**config.mk**
```make
export PLATFORM = sky130hd
export DESIGN_NAME = cart_bank_ctrl
export DESIGN_NICKNAME = d
export VERILOG_FILES = /design/src/rtl/cart_bank_pkg.sv /design/src/rtl/cart_cmd_decode.sv /design/src/rtl/cart_addr_map.sv /design/src/rtl/cart_rdata_mux.sv /design/src/rtl/cart_bank_ctrl.sv
export SDC_FILE = /design/constraint.sdc
export NUM_CORES = 1
export LEC_CHECK = 0
export CAP_MARGIN = 20
export CORE_ASPECT_RATIO = 0.8
export CORE_UTILIZATION = 29
export DETAILED_ROUTE_END_ITERATION = 16
export PLACE_DENSITY_LB_ADDON = 0.2
export SETUP_SLACK_MARGIN = 0.02
export SLEW_MARGIN = 20
export SYNTH_ARGS = -nofsm -noshare
export SYNTH_HDL_FRONTEND = slang
export SYNTH_SLANG_ARGS = --single-unit
```
**constraint.sdc**
```tcl
create_clock -name clk -period 2.4 [get_ports clk]
set_clock_uncertainty 0.1 [all_clocks]
set_input_delay 0.48 -clock clk [delete_from_list [all_inputs] [get_ports clk]]
set_output_delay 0.48 -clock clk [all_outputs]
set_load 0.05 [all_outputs]
```
**src/rtl/cart_bank_pkg.sv**
```systemverilog
package cart_bank_pkg;

    // Role of the shared 2-bit field
    typedef enum logic {
        MAP_ROM_HI  = 1'b0,
        MAP_RAM_SEL = 1'b1
    } map_mode_e;

    // Command selected by address bits 14:13 of a write below 0x8000
    typedef enum logic [1:0] {
        CMD_RAM_GATE = 2'd0,
        CMD_BANK_LO  = 2'd1,
        CMD_BANK_HI  = 2'd2,
        CMD_MODE     = 2'd3
    } cmd_e;

    typedef struct packed {
        logic       ram_open;
        logic [4:0] bank_lo;
        logic [1:0] bank_hi;
        map_mode_e  mode;
    } bank_state_t;

    localparam bank_state_t BANK_STATE_RST = '{
        ram_open: 1'b0,
        bank_lo:  5'd1,
        bank_hi:  2'd0,
        mode:     MAP_ROM_HI
    };

    localparam logic [3:0] RAM_KEY     = 4'hA;
    localparam logic [7:0] OPEN_BUS    = 8'hFF;
    localparam int         ROM_WIN_AW  = 14;
    localparam int         RAM_WIN_AW  = 13;

endpackage

```
**src/rtl/cart_cmd_decode.sv**
```systemverilog
module cart_cmd_decode
    import cart_bank_pkg::*;
(
    input  bank_state_t cur_q,
    input  logic        wr_fire,
    input  logic [1:0]  cmd_sel,
    input  logic [7:0]  wdata,
    output bank_state_t nxt_d
);

    // Bits 7:5 carry no command content
    logic unused_wdata_hi;
    assign unused_wdata_hi = ^wdata[7:5];

    always_comb begin
        nxt_d = cur_q;
        if (wr_fire) begin
            case (cmd_e'(cmd_sel))
                CMD_RAM_GATE: nxt_d.ram_open = (wdata[3:0] == RAM_KEY);
                CMD_BANK_LO:  nxt_d.bank_lo  = wdata[4:0];
                CMD_BANK_HI:  nxt_d.bank_hi  = wdata[1:0];
                CMD_MODE:     nxt_d.mode     = map_mode_e'(wdata[0]);
                default:      nxt_d          = cur_q;
            endcase
        end
    end

endmodule

```
**src/rtl/cart_addr_map.sv**
```systemverilog
module cart_addr_map
    import cart_bank_pkg::*;
#(
    parameter int ROM_BANKS = 128,
    parameter int RAM_BANKS = 4,
    localparam int ROM_BW = $clog2(ROM_BANKS),
    localparam int RAM_BW = (RAM_BANKS > 1) ? $clog2(RAM_BANKS) : 1,
    localparam int ROM_AW = ROM_BW + ROM_WIN_AW,
    localparam int RAM_AW = RAM_BW + RAM_WIN_AW
) (
    input  bank_state_t        state_q,
    input  logic [15:0]        addr,
    output logic [ROM_AW-1:0]  rom_addr,
    output logic [RAM_AW-1:0]  ram_addr,
    output logic               in_rom,
    output logic               in_ram
);

    localparam logic [6:0] ROM_MASK = 7'(ROM_BANKS - 1);
    localparam logic [1:0] RAM_MASK = 2'(RAM_BANKS - 1);

    logic [4:0] lo_eff;
    logic [1:0] rom_hi;
    logic [6:0] win_bank;
    logic [6:0] rom_bank_m;
    logic [1:0] ram_bank;
    logic [1:0] ram_bank_m;

    always_comb begin
        lo_eff     = (state_q.bank_lo == 5'd0) ? 5'd1 : state_q.bank_lo;
        rom_hi     = (state_q.mode == MAP_RAM_SEL) ? 2'b00 : state_q.bank_hi;
        win_bank   = addr[14] ? {rom_hi, lo_eff} : 7'd0;
        rom_bank_m = win_bank & ROM_MASK;
        ram_bank   = (state_q.mode == MAP_RAM_SEL) ? state_q.bank_hi : 2'b00;
        ram_bank_m = ram_bank & RAM_MASK;
        rom_addr   = {rom_bank_m[ROM_BW-1:0], addr[ROM_WIN_AW-1:0]};
        ram_addr   = {ram_bank_m[RAM_BW-1:0], addr[RAM_WIN_AW-1:0]};
        in_rom     = ~addr[15];
        in_ram     = (addr[15:13] == 3'b101);
    end

endmodule

```
**src/rtl/cart_rdata_mux.sv**
```systemverilog
module cart_rdata_mux
    import cart_bank_pkg::*;
(
    input  logic       bus_sel,
    input  logic       in_rom,
    input  logic       in_ram,
    input  logic       ram_open,
    input  logic [7:0] rom_rdata,
    input  logic [7:0] ram_rdata,
    output logic [7:0] cpu_rdata
);

    always_comb begin
        cpu_rdata = OPEN_BUS;
        if (bus_sel) begin
            if (in_rom)                   cpu_rdata = rom_rdata;
            else if (in_ram && ram_open)  cpu_rdata = ram_rdata;
        end
    end

endmodule

```
**src/rtl/cart_bank_ctrl.sv**
```systemverilog
module cart_bank_ctrl
    import cart_bank_pkg::*;
#(
    parameter int ROM_BANKS = 128,
    parameter int RAM_BANKS = 4,
    localparam int ROM_BW = $clog2(ROM_BANKS),
    localparam int RAM_BW = (RAM_BANKS > 1) ? $clog2(RAM_BANKS) : 1,
    localparam int ROM_AW = ROM_BW + ROM_WIN_AW,
    localparam int RAM_AW = RAM_BW + RAM_WIN_AW
) (
    input  logic              clk,
    input  logic              rst_n,
    input  logic              bus_sel,
    input  logic              cpu_wr,
    input  logic [15:0]       cpu_addr,
    input  logic [7:0]        cpu_wdata,
    input  logic [7:0]        rom_rdata,
    input  logic [7:0]        ram_rdata,
    output logic [ROM_AW-1:0] rom_addr,
    output logic [RAM_AW-1:0] ram_addr,
    output logic              ram_en,
    output logic              ram_we,
    output logic [7:0]        cpu_rdata
);

    bank_state_t state_d;
    bank_state_t state_q;
    logic        wr_fire;
    logic        in_rom;
    logic        in_ram;

    // A store into the ROM half of the map is a command
    assign wr_fire = bus_sel & cpu_wr & ~cpu_addr[15];

    cart_cmd_decode u_decode (
        .cur_q   (state_q),
        .wr_fire (wr_fire),
        .cmd_sel (cpu_addr[14:13]),
        .wdata   (cpu_wdata),
        .nxt_d   (state_d)
    );

    always_ff @(posedge clk or negedge rst_n) begin
        if (!rst_n) state_q <= BANK_STATE_RST;
        else        state_q <= state_d;
    end

    cart_addr_map #(
        .ROM_BANKS (ROM_BANKS),
        .RAM_BANKS (RAM_BANKS)
    ) u_map (
        .state_q  (state_q),
        .addr     (cpu_addr),
        .rom_addr (rom_addr),
        .ram_addr (ram_addr),
        .in_rom   (in_rom),
        .in_ram   (in_ram)
    );

    cart_rdata_mux u_rmux (
        .bus_sel   (bus_sel),
        .in_rom    (in_rom),
        .in_ram    (in_ram),
        .ram_open  (state_q.ram_open),
        .rom_rdata (rom_rdata),
        .ram_rdata (ram_rdata),
        .cpu_rdata (cpu_rdata)
    );

    assign ram_en = bus_sel & in_ram & state_q.ram_open;
    assign ram_we = ram_en & cpu_wr;

endmodule

```
==> impl_metrics.tcl, run 1 <==
set metrics [dict create \
    clkSlewWorstSetupHoldPaths_ns 0.06 \
    synth.top_cells.by_area "buf_4 (26%), dfrtp_1 (26%), mux2_2 (13%)" \
    power.internal_w 0.000438 \
    largest_registers "state_q (9)" \
    startpoint "cpu_addr[14]" \
    fin_crit_ns 2.31 \
    grt_antenna_before_repair 0 \
    grt_pass1_vias 635 \
    ys_types 23 \
    crit_type "in -> out" \
    wirelength_mm 1.81 \
    rows 16 \
    ys_top_cells_by_count "buf_4 (27), mux2_2 (9), dfrtp_1 (8)" \
    fmax_mhz 432 \
    grt_max_degree 13 \
    seq_area_frac_synth_pct 28.9 \
    hold_viol 0 \
    core_area_um2 2500 \
    drv_slew 0 \
    die-area_um2 2920 \
    leakagePower_nw 0.568 \
    yosys_warnings 0 \
    synth_ff_type "dfrtp_1" \
    required_ns 1.82 \
    drt_pre_antenna_iters 4 \
    cts_max_level 1 \
    vias_per_cell 4.63 \
    switching_share_pct 35.5 \
    cp.arrival_ns 1.73 \
    hp-class "in -> async" \
    p_switching_w 0.000241 \
    tritoncts "yes" \
    post_drt_wl_per_cell_um 12.7 \
    io_buffer_count 47 \
    crit_fanout 7 \
    tightest_slew_ns 0.493 \
    synth_seq_cells 9 \
    setup_violations 0 \
    powerDensity_nw_per_um2 505 \
    start_util_pct 31.3 \
    worstPathCellList "clkdlybuf4s50_1 > and4b_1 > nand2_2 > o22a_1 > buf_12" \
    vias 657 \
    rsz0062_at_grt "no" \
    globalplace.congestion 0.676 \
    clock-sinks 9 \
    synth_top_area_share_pct 25.8 \
    die_height_um 48.5 \
    synth-edff-count 0 \
    crit_slowest_cell "clkdlybuf4s50_1" \
    grt_util_all_layers_pct 12.2 \
    drtAntennaViolNets 0 \
    finalCritPeriodShare_pct 96.3 \
    seqPwrFrac_pct 31.0 \
    synth_top_cell_by_area "buf_4" \
    num_antenna_cells 0 \
    pwr-share-comb_pct 52.0 \
    slew_headroom_pct 67.0 \
    cts_hold_buf 0 \
    place_hpwl_mm 1.48 \
    reg2reg_slack_ns 1.52 \
    tns_ns 0 \
    total_power_w 0.000678 \
    largest_reg_flops 9 \
    outcome "finished clean" \
    drv_cap 0 \
    die_x_um 60.2 \
    syn_inst 79 \
    r2r_cells 1 \
    syn_area_um2 785 \
    overflow 0 \
    worstSkewPairLatency_ns 0.25 \
    cp_slowest_stage_delay_ns 0.43 \
    syn_area_per_cell_um2 9.93 \
    drt-initial-drc-count 29 \
    synth.most_common_cell "buf_4" \
    finalNetCount 151 \
    cp-endpoint "cpu_rdata[2]" \
    ir_worst_vdd_mv 0.272 \
    drive_above_1_share_pct 37.7 \
    r2r_end "state_q[0]" \
    drc 0 \
    cts_buffers 3 \
    end_kind "primary output" \
    syn2layout_area_growth_pct 71.1 \
    ios 90 \
    cts-root-buf "clkbuf_4" \
    cts_buffer_depth 2 \
    synth_fp_nets 123 \
    r2r-start "state_q[0]" \
    async_flop_share_pct 100 \
    grt_pass1_wl_mm 2.80 \
    regMostFlops "state_q" \
    pwr-share-clk_pct 17.0 \
    start_kind "input port" \
]
[cell usage in the layout, fill, tap and decap left out, drive strengths merged, types with 2 or more instances in the layout]
cell            n
dfrtp           8
nor3b           2
o22a            6
mux2            9
clkbuf          4
nand2           4
clkdlybuf4s50  29
o22ai           2
buf            22
and3b           2
and2            6
[stage by stage]
stage	cells	hold WS, ns	util, %	setup WS, ns	area, um^2
6_report	142	0.414	53.7	0.0876	1340
3_5_place_dp	138	0.414	52.1	0.0427	1300
4_1_cts	142	0.427	53.2	0.0392	1330
3_3_place_gp	138	0.411	52.1	0.0517	1300
5_1_grt	142	0.442	53.7	0.0202	1340
2_1_floorplan	79	0.0844	-	0.544	785
[critical path: cells and delay by family]
family          cells  cell delay, ns
simple gates        2            0.41
buf+inv             2            0.59
compound gates      1            0.25
[kinds of logic after synthesis]
group | synth area share, %
AOI/OAI and AO/OA | 9.25
buffers and inverters | 26.8
DFF | 28.9
muxes | 12.9
and+or+nand+nor | 22.2
[layer usage]
layer	GRT usage, %	vias up	routed length, um
met5	0	-	0
met4	4.65	0	24
met3	4.28	7	204
met2	17.9	40	809
met1	16.2	303	768
li1	-	307	-
[power by group through the flow]
stage	Combinational, W	Sequential (W)	Clock (W)
finish	0.000353	0.000210	0.000115
floorplan	0.000291	0.000205	0
CTS	0.000354	0.000210	0.000117
global route	0.000368	0.000214	0.000127
detailed placement	0.000353	0.000212	0
global placement	0.000351	0.000211	0
[cell type report]
cell class,count,area (um^2)
Fill cell,230,1160
Timing Repair Buffer,51,684
Multi-Input combinational cell,41,357
Sequential cell,9,226
Tap cell,36,45.0
Clock buffer,4,26.3
Inverter,1,3.75
[worst min-delay path by stage]
stage | slack [ns] | from | to
after floorplan | 0.08 | rst_n | state_q[0]
after global placement | 0.41 | state_q[1] | state_q[1]
after detailed placement | 0.41 | state_q[1] | state_q[1]
after CTS | 0.43 | rst_n | state_q[7]
after global routing | 0.44 | rst_n | state_q[7]
final | 0.41 | rst_n | state_q[7]
[timing repair]
item,CTS,global route
endpoints found under the setup margin,0,8
setup buffers,0,0
endpoints found under the hold margin,0,0
gates resized for setup,0,3
(Power assumes the default switching activity.)
==> run 2: changes to the inputs <==
Settings changed: CORE_UTILIZATION 29 to 38, DONT_BUFFER_PORTS set to 1.
==> run 2 against run 1 <==
Effect of this change:
- critical path depth fell by 2
- utilization fell by 20 points
- design area fell by 52%
- total power fell by 27%
- via count fell by 30%
- global-route usage barely moved
- clock-buffer cell count did not move
- critical endpoint is now cpu_rdata[6]
- largest power group is now registers
- highest routed layer is now met3
==> impl_metrics.tcl, run 2 (same netlist as run 1, synthesis figures left out) <==
set metrics [dict create \
    leakagePower_nw 0.268 \
    cts_hold_buf 1 \
    ff_latch_area_um2 226 \
    crit_type "reg -> out" \
    finalNetCount 101 \
    final_common_cell "mux2_2" \
    seqPwrFrac_pct 41.8 \
    core_area_um2 1910 \
    fin_util_pct 33.7 \
    drv_slew 0 \
    fmax_mhz 480 \
    finalCritPeriodShare_pct 86.9 \
    start_util_pct 41.1 \
    vias 457 \
    final_cell_mix "mux2_2 (9), dfrtp_1 (8), o22a_1 (6), and2_1 (6), nand2_1 (4)" \
    largest_registers "state_q (9)" \
    fin_cells 80 \
    grt_pass1_wl_mm 2.07 \
    p_switching_w 0.000198 \
    outcome "finished clean" \
    slew_headroom_pct 67.0 \
    drive_above_1_share_pct 28.6 \
    cp.arrival_ns 1.50 \
    clock-sinks 9 \
    grt_util_all_layers_pct 12.2 \
    drv_cap 0 \
    fillers 204 \
    crit_fanout 7 \
    vias_per_cell 5.71 \
    dp.cells 75 \
    wirelength_mm 1.41 \
    drt_pre_antenna_iters 2 \
    die_x_um 52.8 \
    drtAntennaViolNets 0 \
    cts_setup_buffers 0 \
    hold_viol 0 \
    num_antenna_cells 0 \
    powerDensity_nw_per_um2 773 \
    grt_max_degree 14 \
    required_ns 1.82 \
    ios 90 \
    io_buffer_count 0 \
    post_drt_wl_per_cell_um 17.7 \
    clkSlewWorstSetupHoldPaths_ns 0.06 \
    overflow 0 \
    syn2layout_area_growth_pct -17.9 \
    setup_violations 0 \
    pwr-share-clk_pct 22.4 \
    grt_antenna_before_repair 0 \
    end_kind "primary output" \
    switching_share_pct 39.7 \
    rsz0062_at_grt "no" \
    cts_max_level 1 \
    cts-root-buf "clkbuf_4" \
    tightest_slew_ns 0.496 \
    die_height_um 42.6 \
    drc 0 \
    globalplace.congestion 0.584 \
    cts_buffer_depth 2 \
    fin_crit_ns 2.08 \
    multi_input_comb_area_um2 348 \
    grt_pass1_vias 459 \
    cts_buffers 3 \
    ir_worst_vdd_mv 0.488 \
    start_kind "flop" \
    hp-class "in -> reg" \
    regMostFlops "state_q" \
    worstSkewPairLatency_ns 0.25 \
    power.internal_w 0.000300 \
    die-area_um2 2250 \
    pwr-share-comb_pct 35.8 \
    post_cts_resize_count 0 \
    tns_ns 0 \
    tritoncts "yes" \
    drt-initial-drc-count 1 \
    largest_reg_flops 9 \
    rows 14 \
]
[run 2: cell count changes in the layout (fill, tap and decap cells not counted), sizes merged]
cell	before	now
clkdlybuf4s50	29	0
dlygate4sd3	0	1
buf	22	0
[run 2: worst paths after layout]
| check | to | from | cells after the start | slack (ns) |
|---|---|---|---|---|
| setup / recovery | cpu_rdata[6] | state_q[8] | 3 | 0.32 |
| hold / removal | state_q[6] | cpu_wdata[3] | 1 | 0.27 |
| setup reg to reg | state_q[0] | state_q[0] | 1 | 1.52 |
| hold reg to reg | state_q[1] | state_q[1] | 1 | 0.42 |
| max in group asynchronous | state_q[3] | rst_n | 1 | 1.39 |
| min in group asynchronous | state_q[6] | rst_n | 1 | 0.48 |
[run 2: stage by stage]
| step | instance area, um^2 | setup slack (ns) | hold slack (ns) | power [W] |
|---|---|---|---|---|
| 4_1_cts | 644 | 0.289 | 0.264 | 0.000508 |
| 3_3_place_gp | 608 | 0.490 | 0.0846 | 0.000385 |
| 3_5_place_dp | 608 | 0.477 | 0.0846 | 0.000388 |
| 5_1_grt | 644 | 0.210 | 0.259 | 0.000525 |
| 6_report | 644 | 0.315 | 0.274 | 0.000498 |
| 2_1_floorplan | 785 | 0.544 | 0.0844 | 0.000496 |
[run 2: worst max-delay path, stage by stage (launching register included)]
cell and delay, ns:
dfrtp_1 0.39, and4b_1 0.20, nand2_1 0.17, o22a_1 0.48
[run 2: area by class of cell]
cell class                      instances  area share, %
Tap cell                               24           4.66
Inverter                                1          0.583
Timing Repair Buffer                    1           1.55
Multi-Input combinational cell         41           54.0
Sequential cell                         9           35.1
Clock buffer                            4           4.08
[run 2: routing by layer]
| layer | track usage [%] | wire length, um | vias up |
|---|---|---|---|
| met1 | 14.9 | 565 | 212 |
| met3 | 6.52 | 162 | 0 |
| met5 | 0 | 0 | - |
| met4 | 0 | 0 | 0 |
| li1 | - | - | 205 |
| met2 | 20.3 | 684 | 40 |
[run 2: power groups by stage]
stage / clock network [W] / registers, W / logic [W]
global placement: 0 / 0.000211 / 0.000174
detailed placement: 0 / 0.000212 / 0.000176
finish: 0.000112 / 0.000208 / 0.000178
CTS: 0.000119 / 0.000209 / 0.000180
global route: 0.000125 / 0.000215 / 0.000185
floorplan: 0 / 0.000205 / 0.000291
==> run 3: changes to the inputs <==
Settings changed: CTS_CLUSTER_SIZE set to 16.
==> results of run 3 <==
The final DEF is identical to that of run 2; final timing and power are the same.
